File: src/rtl/fmr_pkg.sv
package fmr_pkg;

   // Per-result status, most significant first; the limit bit sits apart
   typedef struct packed {
      logic ext_use;
      logic unnorm;
      logic neg;
      logic zero;
      logic ovf;
   } fmr_stat_t;

   localparam int STAT_W = $bits(fmr_stat_t);

endpackage

File: src/rtl/fmr_product.sv
module fmr_product #(
   parameter int OP_W  = 24,
   parameter int EXT_W = 8,
   parameter int PIPE  = 2,
   localparam int ACC_W = EXT_W + 2 * OP_W,
   localparam int PRD_W = 2 * OP_W
) (
   input  logic             clk,
   input  logic             rst,
   input  logic             in_valid,
   input  logic [OP_W-1:0]  op_a,
   input  logic [OP_W-1:0]  op_b,
   input  logic [ACC_W-1:0] acc_in,
   output logic             p_valid,
   output logic [ACC_W-1:0] p_frac,
   output logic [ACC_W-1:0] p_acc
);

   logic signed [PRD_W-1:0] prod;
   logic        [ACC_W-1:0] frac;

   assign prod = $signed(op_a) * $signed(op_b);
   // Fractional alignment: one left shift, sign carried through the guard bits
   assign frac = {{(EXT_W-1){prod[PRD_W-1]}}, prod, 1'b0};

   generate
      if (PIPE == 2) begin : g_stage
         logic             v_q;
         logic [ACC_W-1:0] frac_q;
         logic [ACC_W-1:0] acc_q;

         always_ff @(posedge clk) begin
            if (rst) v_q <= 1'b0;
            else     v_q <= in_valid;
         end

         always_ff @(posedge clk) begin
            if (in_valid) begin
               frac_q <= frac;
               acc_q  <= acc_in;
            end
         end

         assign p_valid = v_q;
         assign p_frac  = frac_q;
         assign p_acc   = acc_q;
      end else begin : g_pass
         assign p_valid = in_valid;
         assign p_frac  = frac;
         assign p_acc   = acc_in;
      end
   endgenerate

endmodule

File: src/rtl/fmr_round.sv
module fmr_round #(
   parameter int OP_W  = 24,
   parameter int EXT_W = 8,
   localparam int ACC_W = EXT_W + 2 * OP_W,
   localparam int UP_W  = EXT_W + OP_W
) (
   input  logic [ACC_W-1:0] frac,
   input  logic [ACC_W-1:0] acc,
   output logic [ACC_W-1:0] res,
   output logic             ovf
);

   localparam logic [OP_W-1:0] HALF = {1'b1, {(OP_W-1){1'b0}}};

   logic [ACC_W:0]   sum_x;
   logic [ACC_W-1:0] sum;
   logic             add_ovf;
   logic [OP_W-1:0]  low;
   logic [UP_W-1:0]  up;
   logic [UP_W-1:0]  up_r;
   logic             bump;
   logic             rnd_ovf;

   assign sum_x   = {acc[ACC_W-1], acc} + {frac[ACC_W-1], frac};
   assign sum     = sum_x[ACC_W-1:0];
   assign add_ovf = sum_x[ACC_W] ^ sum_x[ACC_W-1];

   assign low = sum[OP_W-1:0];
   assign up  = sum[ACC_W-1:OP_W];

   // Convergent: above half always bumps, exact half bumps only an odd word
   assign bump    = (low > HALF) || ((low == HALF) && up[0]);
   assign up_r    = up + UP_W'(bump);
   assign rnd_ovf = bump & ~up[UP_W-1] & up_r[UP_W-1];

   assign res = {up_r, {OP_W{1'b0}}};
   assign ovf = add_ovf | rnd_ovf;

endmodule

File: src/rtl/fmr_flags.sv
module fmr_flags #(
   parameter int OP_W  = 24,
   parameter int EXT_W = 8,
   localparam int ACC_W = EXT_W + 2 * OP_W,
   localparam int MID_T = ACC_W - EXT_W - 1
) (
   input  logic [ACC_W-1:0]      res,
   input  logic                  ovf,
   output fmr_pkg::fmr_stat_t    stat
);

   logic [EXT_W:0] head;

   assign head = res[ACC_W-1:MID_T];

   always_comb begin
      stat.ext_use = !((&head) || (~|head));
      stat.unnorm  = (res[MID_T] == res[MID_T-1]);
      stat.neg     = res[ACC_W-1];
      stat.zero    = ~|res;
      stat.ovf     = ovf;
   end

endmodule

File: src/rtl/frac_mac_round.sv
module frac_mac_round #(
   parameter int OP_W  = 24,
   parameter int EXT_W = 8,
   parameter int PIPE  = 2,
   localparam int ACC_W = EXT_W + 2 * OP_W
) (
   input  logic             clk,
   input  logic             rst,
   input  logic             lim_clr,
   input  logic             in_valid,
   input  logic [OP_W-1:0]  op_a,
   input  logic [OP_W-1:0]  op_b,
   input  logic [ACC_W-1:0] acc_in,
   output logic             out_valid,
   output logic [ACC_W-1:0] acc_out,
   output logic [5:0]       sts
);

   import fmr_pkg::*;

   generate
      if (PIPE < 1 || PIPE > 2) begin : g_bad_pipe
         $error("frac_mac_round: PIPE must be 1 or 2");
      end
      if (OP_W < 2) begin : g_bad_op
         $error("frac_mac_round: OP_W must be at least 2");
      end
      if (EXT_W < 2) begin : g_bad_ext
         $error("frac_mac_round: EXT_W must be at least 2");
      end
   endgenerate

   logic             p_valid;
   logic [ACC_W-1:0] p_frac;
   logic [ACC_W-1:0] p_acc;
   logic [ACC_W-1:0] r_res;
   logic             r_ovf;
   fmr_stat_t        r_stat;

   logic             ov_q;
   logic [ACC_W-1:0] acc_q;
   fmr_stat_t        stat_q;
   logic             lim_q;

   fmr_product #(.OP_W(OP_W), .EXT_W(EXT_W), .PIPE(PIPE)) u_prod (
      .clk     (clk),
      .rst     (rst),
      .in_valid(in_valid),
      .op_a    (op_a),
      .op_b    (op_b),
      .acc_in  (acc_in),
      .p_valid (p_valid),
      .p_frac  (p_frac),
      .p_acc   (p_acc)
   );

   fmr_round #(.OP_W(OP_W), .EXT_W(EXT_W)) u_round (
      .frac(p_frac),
      .acc (p_acc),
      .res (r_res),
      .ovf (r_ovf)
   );

   fmr_flags #(.OP_W(OP_W), .EXT_W(EXT_W)) u_flags (
      .res (r_res),
      .ovf (r_ovf),
      .stat(r_stat)
   );

   always_ff @(posedge clk) begin
      if (rst) begin
         ov_q   <= 1'b0;
         acc_q  <= '0;
         stat_q <= '0;
      end else begin
         ov_q <= p_valid;
         if (p_valid) begin
            acc_q  <= r_res;
            stat_q <= r_stat;
         end
      end
   end

   // Sticky limit: a new overflow wins over a clear in the same cycle
   always_ff @(posedge clk) begin
      if (p_valid && r_stat.ovf) lim_q <= 1'b1;
      else if (lim_clr)          lim_q <= 1'b0;
   end

   assign out_valid = ov_q;
   assign acc_out   = acc_q;
   assign sts       = {stat_q, lim_q};

   // ---------------- assertions ----------------
   generate
      if (PIPE == 1) begin : g_lat1
         a_r10_latency_on: assert property (@(posedge clk) disable iff (rst)
            in_valid |=> out_valid);
         a_r10_latency_off: assert property (@(posedge clk) disable iff (rst)
            !in_valid |=> !out_valid);
      end else begin : g_lat2
         a_r10_latency_on: assert property (@(posedge clk) disable iff (rst)
            in_valid |=> ##1 out_valid);
         a_r10_latency_off: assert property (@(posedge clk) disable iff (rst)
            !in_valid |=> ##1 !out_valid);
      end
   endgenerate

   a_r10_hold: assert property (@(posedge clk) disable iff (rst)
      (!out_valid && !$past(rst)) |-> ($stable(acc_out) && $stable(sts[5:1])));

   a_r2_low_zero: assert property (@(posedge clk) disable iff (rst)
      out_valid |-> (acc_out[OP_W-1:0] == '0));

   a_r5_neg_bit: assert property (@(posedge clk) disable iff (rst)
      out_valid |-> (sts[3] == acc_out[ACC_W-1]));

   a_r7_ovf_sets_lim: assert property (@(posedge clk) disable iff (rst)
      (out_valid && sts[1]) |-> sts[0]);

   a_r7_lim_sticky: assert property (@(posedge clk) disable iff (rst)
      (sts[0] && !lim_clr) |=> sts[0]);

endmodule

File: config.mk
export PLATFORM = sky130hd
export DESIGN_NAME = frac_mac_round
export DESIGN_NICKNAME = d
export VERILOG_FILES = /design/src/rtl/fmr_pkg.sv /design/src/rtl/fmr_product.sv /design/src/rtl/fmr_round.sv /design/src/rtl/fmr_flags.sv /design/src/rtl/frac_mac_round.sv
export SDC_FILE = /design/constraint.sdc
export NUM_CORES = 2
export LEC_CHECK = 0
export ABC_AREA = 1
export ABC_CLOCK_PERIOD_IN_PS = 10290
export CAP_MARGIN = 15
export CORE_ASPECT_RATIO = 1.4
export CORE_MARGIN = 4
export CORE_UTILIZATION = 64
export DETAILED_ROUTE_END_ITERATION = 8
export GPL_TIMING_DRIVEN = 0
export PLACE_DENSITY = 0.84
export SYNTH_ARGS = -nofsm -noshare
export SYNTH_HDL_FRONTEND = slang
export SYNTH_SLANG_ARGS = --single-unit
File: constraint.sdc
create_clock -name clk -period 10.29 [get_ports clk]
set_input_delay 2.058 -clock clk [delete_from_list [all_inputs] [get_ports clk]]
set_output_delay 2.058 -clock clk [all_outputs]
set_load 0.03 [all_outputs]
; After elaboration in Yosys (flattened, before gate mapping)
; Index checks and enable logic that the tools add are counted.
[op_classes]
div = 0
reduce_logical = 10
n_shift = 0
order_cmp = 1
addsub = 2
eq_ne = 2
multipliers = 1
n_mux = 0
bitwise_logic = 5
[ops]
columns = cell, n
row1 = $add A56 B49 Y57, 1
row2 = $mul A24 B24 Y48, 1
row3 = $add A32 B1 Y32, 1
row4 = $reduce_or A32 Y1, 1
row5 = $eq A24 B24 Y1 const B, 1
row6 = $gt A24 B24 Y1 const B, 1
row7 = $reduce_and A9 Y1, 1
row8 = $reduce_or A9 Y1, 1
row9 = $logic_not A1 Y1, 3
row10 = $and A1 B1 Y1, 2
row11 = $logic_and A1 B1 Y1, 2
row12 = $logic_or A1 B1 Y1, 2
row13 = $eq A1 B1 Y1, 1
row14 = $not A1 Y1, 1
row15 = $or A1 B1 Y1, 1
row16 = $xor A1 B1 Y1, 1
[totals]
ff_bits = 144
wordCells = 32
mem_bits_ro = 0
input_bits = 108
output_inout_bits = 63
mem_count = 0
ram_bits = 0
latchBits = 0

; Depth between registers and ports, before layout
[depth]
ltp_word = 9
mapped_depth = 35
depth_no_buf = 35

; By module
; A second synthesis with hierarchy kept.
[hier_totals]
cells_unflattened = 4923
hier_area_um2 = 35504.1
[by_module_without_submodules]
columns = module, area_per_inst_um2, seq_area_each_um2, n_inst, cells_each
row1 = fmr_product, 26066.2, 3143.0, 1, 3133
row2 = fmr_round, 6769.0, 0.0, 1, 1429
row3 = frac_mac_round, 2299.7, 1261.2, 1, 271
row4 = fmr_flags, 369.1, 0.0, 1, 90

; Worst setup path after synthesis
; Ideal clock, no wire load.
[synth_timing]
path_type = input -> register
startpoint = in op_b[0]
endpoint = reg, netlist name u_prod.p_frac[48]
setup_time_ns = 0.262
required_ns = 10.028
arrival_time_ns = 7.981
path_slack_ns = 2.046
path_buffers = 1
stages = 29
cell_sequence = clkbuf_1 nand2_1 inv_1 fa_1 inv_1 fa_1 fa_1 inv_1 fa_1 inv_1 fa_1 inv_1 fa_1 inv_1 fa_1 inv_1 ha_1 a21oi_1 inv_1 a31oi_1 nand2_1 a21boi_0 o21ai_0 a21boi_0 inv_1 nand2_1 o211ai_1 a21oi_1 xor2_1
[synth_via]
elab_chain_len = 1
[synth_lines]
columns = item, line
row1 = from (decl), frac_mac_round.sv:12  ; input logic [OP_W-1:0] op_b,
row2 = $mul A24 B24 Y48, fmr_product.sv:22  ; assign prod = $signed(op_a) * $signed(op_b);
row3 = named net u_prod.prod[47], fmr_product.sv:19  ; logic signed [PRD_W-1:0] prod;
; The timed path passes the listed nets, and every way through them passes these cells.
; A chain may end at the register's enable or synchronous reset.

; Worst setup path in the final report
[layout_timing]
startpoint = in op_a[18]
endpoint = reg, netlist name u_prod.p_frac[48]
[layout_via]
elab_chain_len = 1
[layout_lines]
columns = item, line
row1 = from (decl), frac_mac_round.sv:11  ; input logic [OP_W-1:0] op_a,
row2 = $mul A24 B24 Y48, fmr_product.sv:22
row3 = named net u_prod.prod[47], fmr_product.sv:19
; The timed path passes the listed nets, and every way through them passes these cells.

==> results.md <==
* Final #Nets at between 5000 and 6000
* Final period util at 0.977
* Critical Path RT at ~10 ns
* Post-Route Utilization at 0.706
* Antenna violations before repair at 0
* Placement Cell Area at approximately 0.035 mm2
* Pre-CTS setup slack at -0.202 ns
* Number of max-cap violations at 0
* DRC violations left at 0
* First-pass GRT wire length at 165000 um
* GP Congestion at just over 1
* Tmin final at about 10 ns
* Ys async rst share at 0
* Post-cts sizing count at 0
* Clk slew on worst S/H paths at ~0.07 ns
* Horiz. Die Dim at 200 um
* Root Buffer: clkbuf_16
* Fill cells at roughly 4200
* Post-Syn Area at ~0.033 mm2
* TritonCTS clock tree: done
* YS warnings at 0
* Share of layout cells above drive strength 1 at 0.0483
* Worst-Skew Late Latency at 0.45 ns
* ANT nets after route at 0
* DP Wirelength at ~90000 um
* Synth Flop Type: edfxtp_1
* I/O pin count at ~170
* Num CTS Buffers at 17
* Clock Skews at approximately 0.015 ns
* Global Route Usage Sum at 0.396
* Largest net degree at the start of global routing at 70
* Busiest layer in global routing: met2
* Distinct cells, synth at 50
* Post-synth EDFFs at between 100 and 150
* Starting DRT DRC Count at between 2000 and 2500
* Worst min path class: flip-flop to flip-flop
* Avg Inst Size Synth at 7.56 um2
* CP delay by family, top: adder cells
* Commonest cells after routing, fill and taps aside: nand2_1 (1258), inv_1 (1210), fa_1 (608)
* M2 GR Usage at 0.673
* Setup violators final at 0
* Unrepaired setup endpoints after global routing: true
* Routed length per instance at approximately 20 um
* Seq/Total Area, Yosys at 0.118
* Worst path arrival time at between 10 and 15 ns
* Worst setup margin at 0.238 ns
* Design Area, Final at 0.0361 mm2
* Outcome: completed
* Vias after detailed routing at ~29000
* Worst Max-Slew Pin Slew at between 1 and 1.5 ns
* Max Freq at 0.0995 GHz
* DIE AREA at about 0.055 mm2
* CP endpoint kind: flip-flop
* Aggregate global routing overflow at 0
* Slew Viols, Final at 0
* Buf/Inv on CP at 9
* Core area at just over 0.05 mm2
* WS Path Type: primary input to flip-flop
* Clock Sinks at roughly 140
* Met3 GRT Util at 0.0853
* Clk buf depth at 2
* Initial Utilization at 0.646
* # Post-CTS Setup Buffers at 0
* WL final at between 100000 and 150000 um
* Row cnt at 98
* Worst setup SP type: primary input
* Slowest cell on the critical path: clkdlybuf4s50_1
* Post-Syn Instances at ~4400
* Port Buffers at ~150
* H-tree Lvls at 4
* Slew margin rel. at 0.291
* Cts hold-fix bufs at 0
* Drt pass-1 iters at 9
* Endpoints failing hold at 0
* Yosys reg bits at between 100 and 150
* M1 GR Usage at 0.423
* Max incr delay on CP at between 0.7 and 0.8 ns
* Area growth from synthesis to layout at 9.26%
* Vias in the first global route at 30397
* Commonest non-fill, non-tap cell in the layout: nand2_1
* Die height at ~280 um
* CP Max Fanout at 10
* Vias per cell at 5.47
-- registers in the layout, indices dropped and copies added (netlist names) --
name	count
u_prod.p_acc	56
u_prod.p_frac	48
acc_out	31
sts	5
lim_q	1
out_valid	1
u_prod.p_valid	1
-- cell type report --
cell class              count  area [um2]  share of cell area
diodes                      1        2.50           0.0000694
well taps                 650         813              0.0225
multi-input cells        2867       23900               0.663
repair buffers            147        1490              0.0412
clock inverters            13         213             0.00590
clock buffers              19         433              0.0120
inverters                1250        4690               0.130
flip-flops and latches    143        3900               0.108
plain buffers             132         613              0.0170
-- layer usage --
| metal | up-vias | wire length, um |
|---|---|---|
| met1 | 13497 | 34100 |
| met5 | - | 0 |
| met2 | 1555 | 51700 |
| met3 | 569 | 9820 |
| met4 | 0 | 11000 |
| li1 | 12952 | - |
-- Yosys cell counts (4+ instances only) --
master	number	share of area
nand2_1	1258	0.14
inv_1	1210	0.14
fa_1	608	0.37
nor2_1	209	0.024
ha_1	192	0.073
nand3_1	106	0.016
edfxtp_1	104	0.095
clkbuf_1	102	0.012
a21oi_1	94	0.014
xor2_1	52	0.014
o21ai_0	45	0.0068
nand2_2	44	0.0083
nand4_1	43	0.0081
dfxtp_1	39	0.024
nor2_2	36	0.0068
xnor2_1	36	0.0095
inv_2	30	0.0034
buf_4	26	0.0059
o211ai_1	17	0.0039
a31oi_1	15	0.0028
nor2_4	12	0.0041
nor3_1	11	0.0017
clkinv_1	10	0.0011
nand3_2	9	0.0027
nand2_4	6	0.0020
o21bai_1	6	0.0014
or2_2	6	0.0011
a21boi_0	4	0.00091
o21a_1	4	0.00091
o21ai_1	4	0.00061
-- cell families (layout without fill, tap and decap cells) --
logic type / Yosys count / count (layout) / synth area share
flops: 143 / 143 / 0.118
other cells: 1 / 25 / 0.000114
xor+xnor: 89 / 89 / 0.0238
simple gates: 1755 / 1755 / 0.222
buf+inv: 1382 / 1561 / 0.160
compound gates: 199 / 199 / 0.0345
fa+ha+maj: 800 / 800 / 0.441
-- worst register-to-register path, delay by kind of cell, from the launching register on --
family | cells | cell delay (ns)
AND/OR/NAND/NOR | 24 | 3.63
adder cells (fa/ha/maj) | 5 | 1.50
XOR/XNOR | 2 | 0.48
flip-flops | 1 | 0.34
buffers and inverters | 2 | 0.25
AO/OA/AOI/OAI | 1 | 0.15
-- worst paths after layout --
check | startpoint | end | slack, ns | cells after the start
worst max-delay path | op_a[18] | u_prod.p_frac[48]$_DFFE_PP_ | 0.24 | 28
worst min-delay path | lim_q$_SDFFE_PP1P_ | lim_q$_SDFFE_PP1P_ | 0.46 | 2
worst max register to register | u_prod.p_acc[1]$_DFFE_PP_ | sts[2]$_SDFFE_PP0P_ | 3.88 | 34
worst min register to register | lim_q$_SDFFE_PP1P_ | lim_q$_SDFFE_PP1P_ | 0.46 | 2
-- per-stage QoR --
stage,std cells,hold slack (ns),TNS [ns]
after floorplan,4392,0.430,0
after global placement,5188,0.446,-0.514
after global routing,5221,0.477,-0.114
final,5222,0.464,0
after detailed placement,5189,0.458,-0.724
after CTS,5221,0.468,0
Power is left out: the tool's default activity adds up to more than one toggle a clock period on the data nets, which glitch-free logic cannot reach.
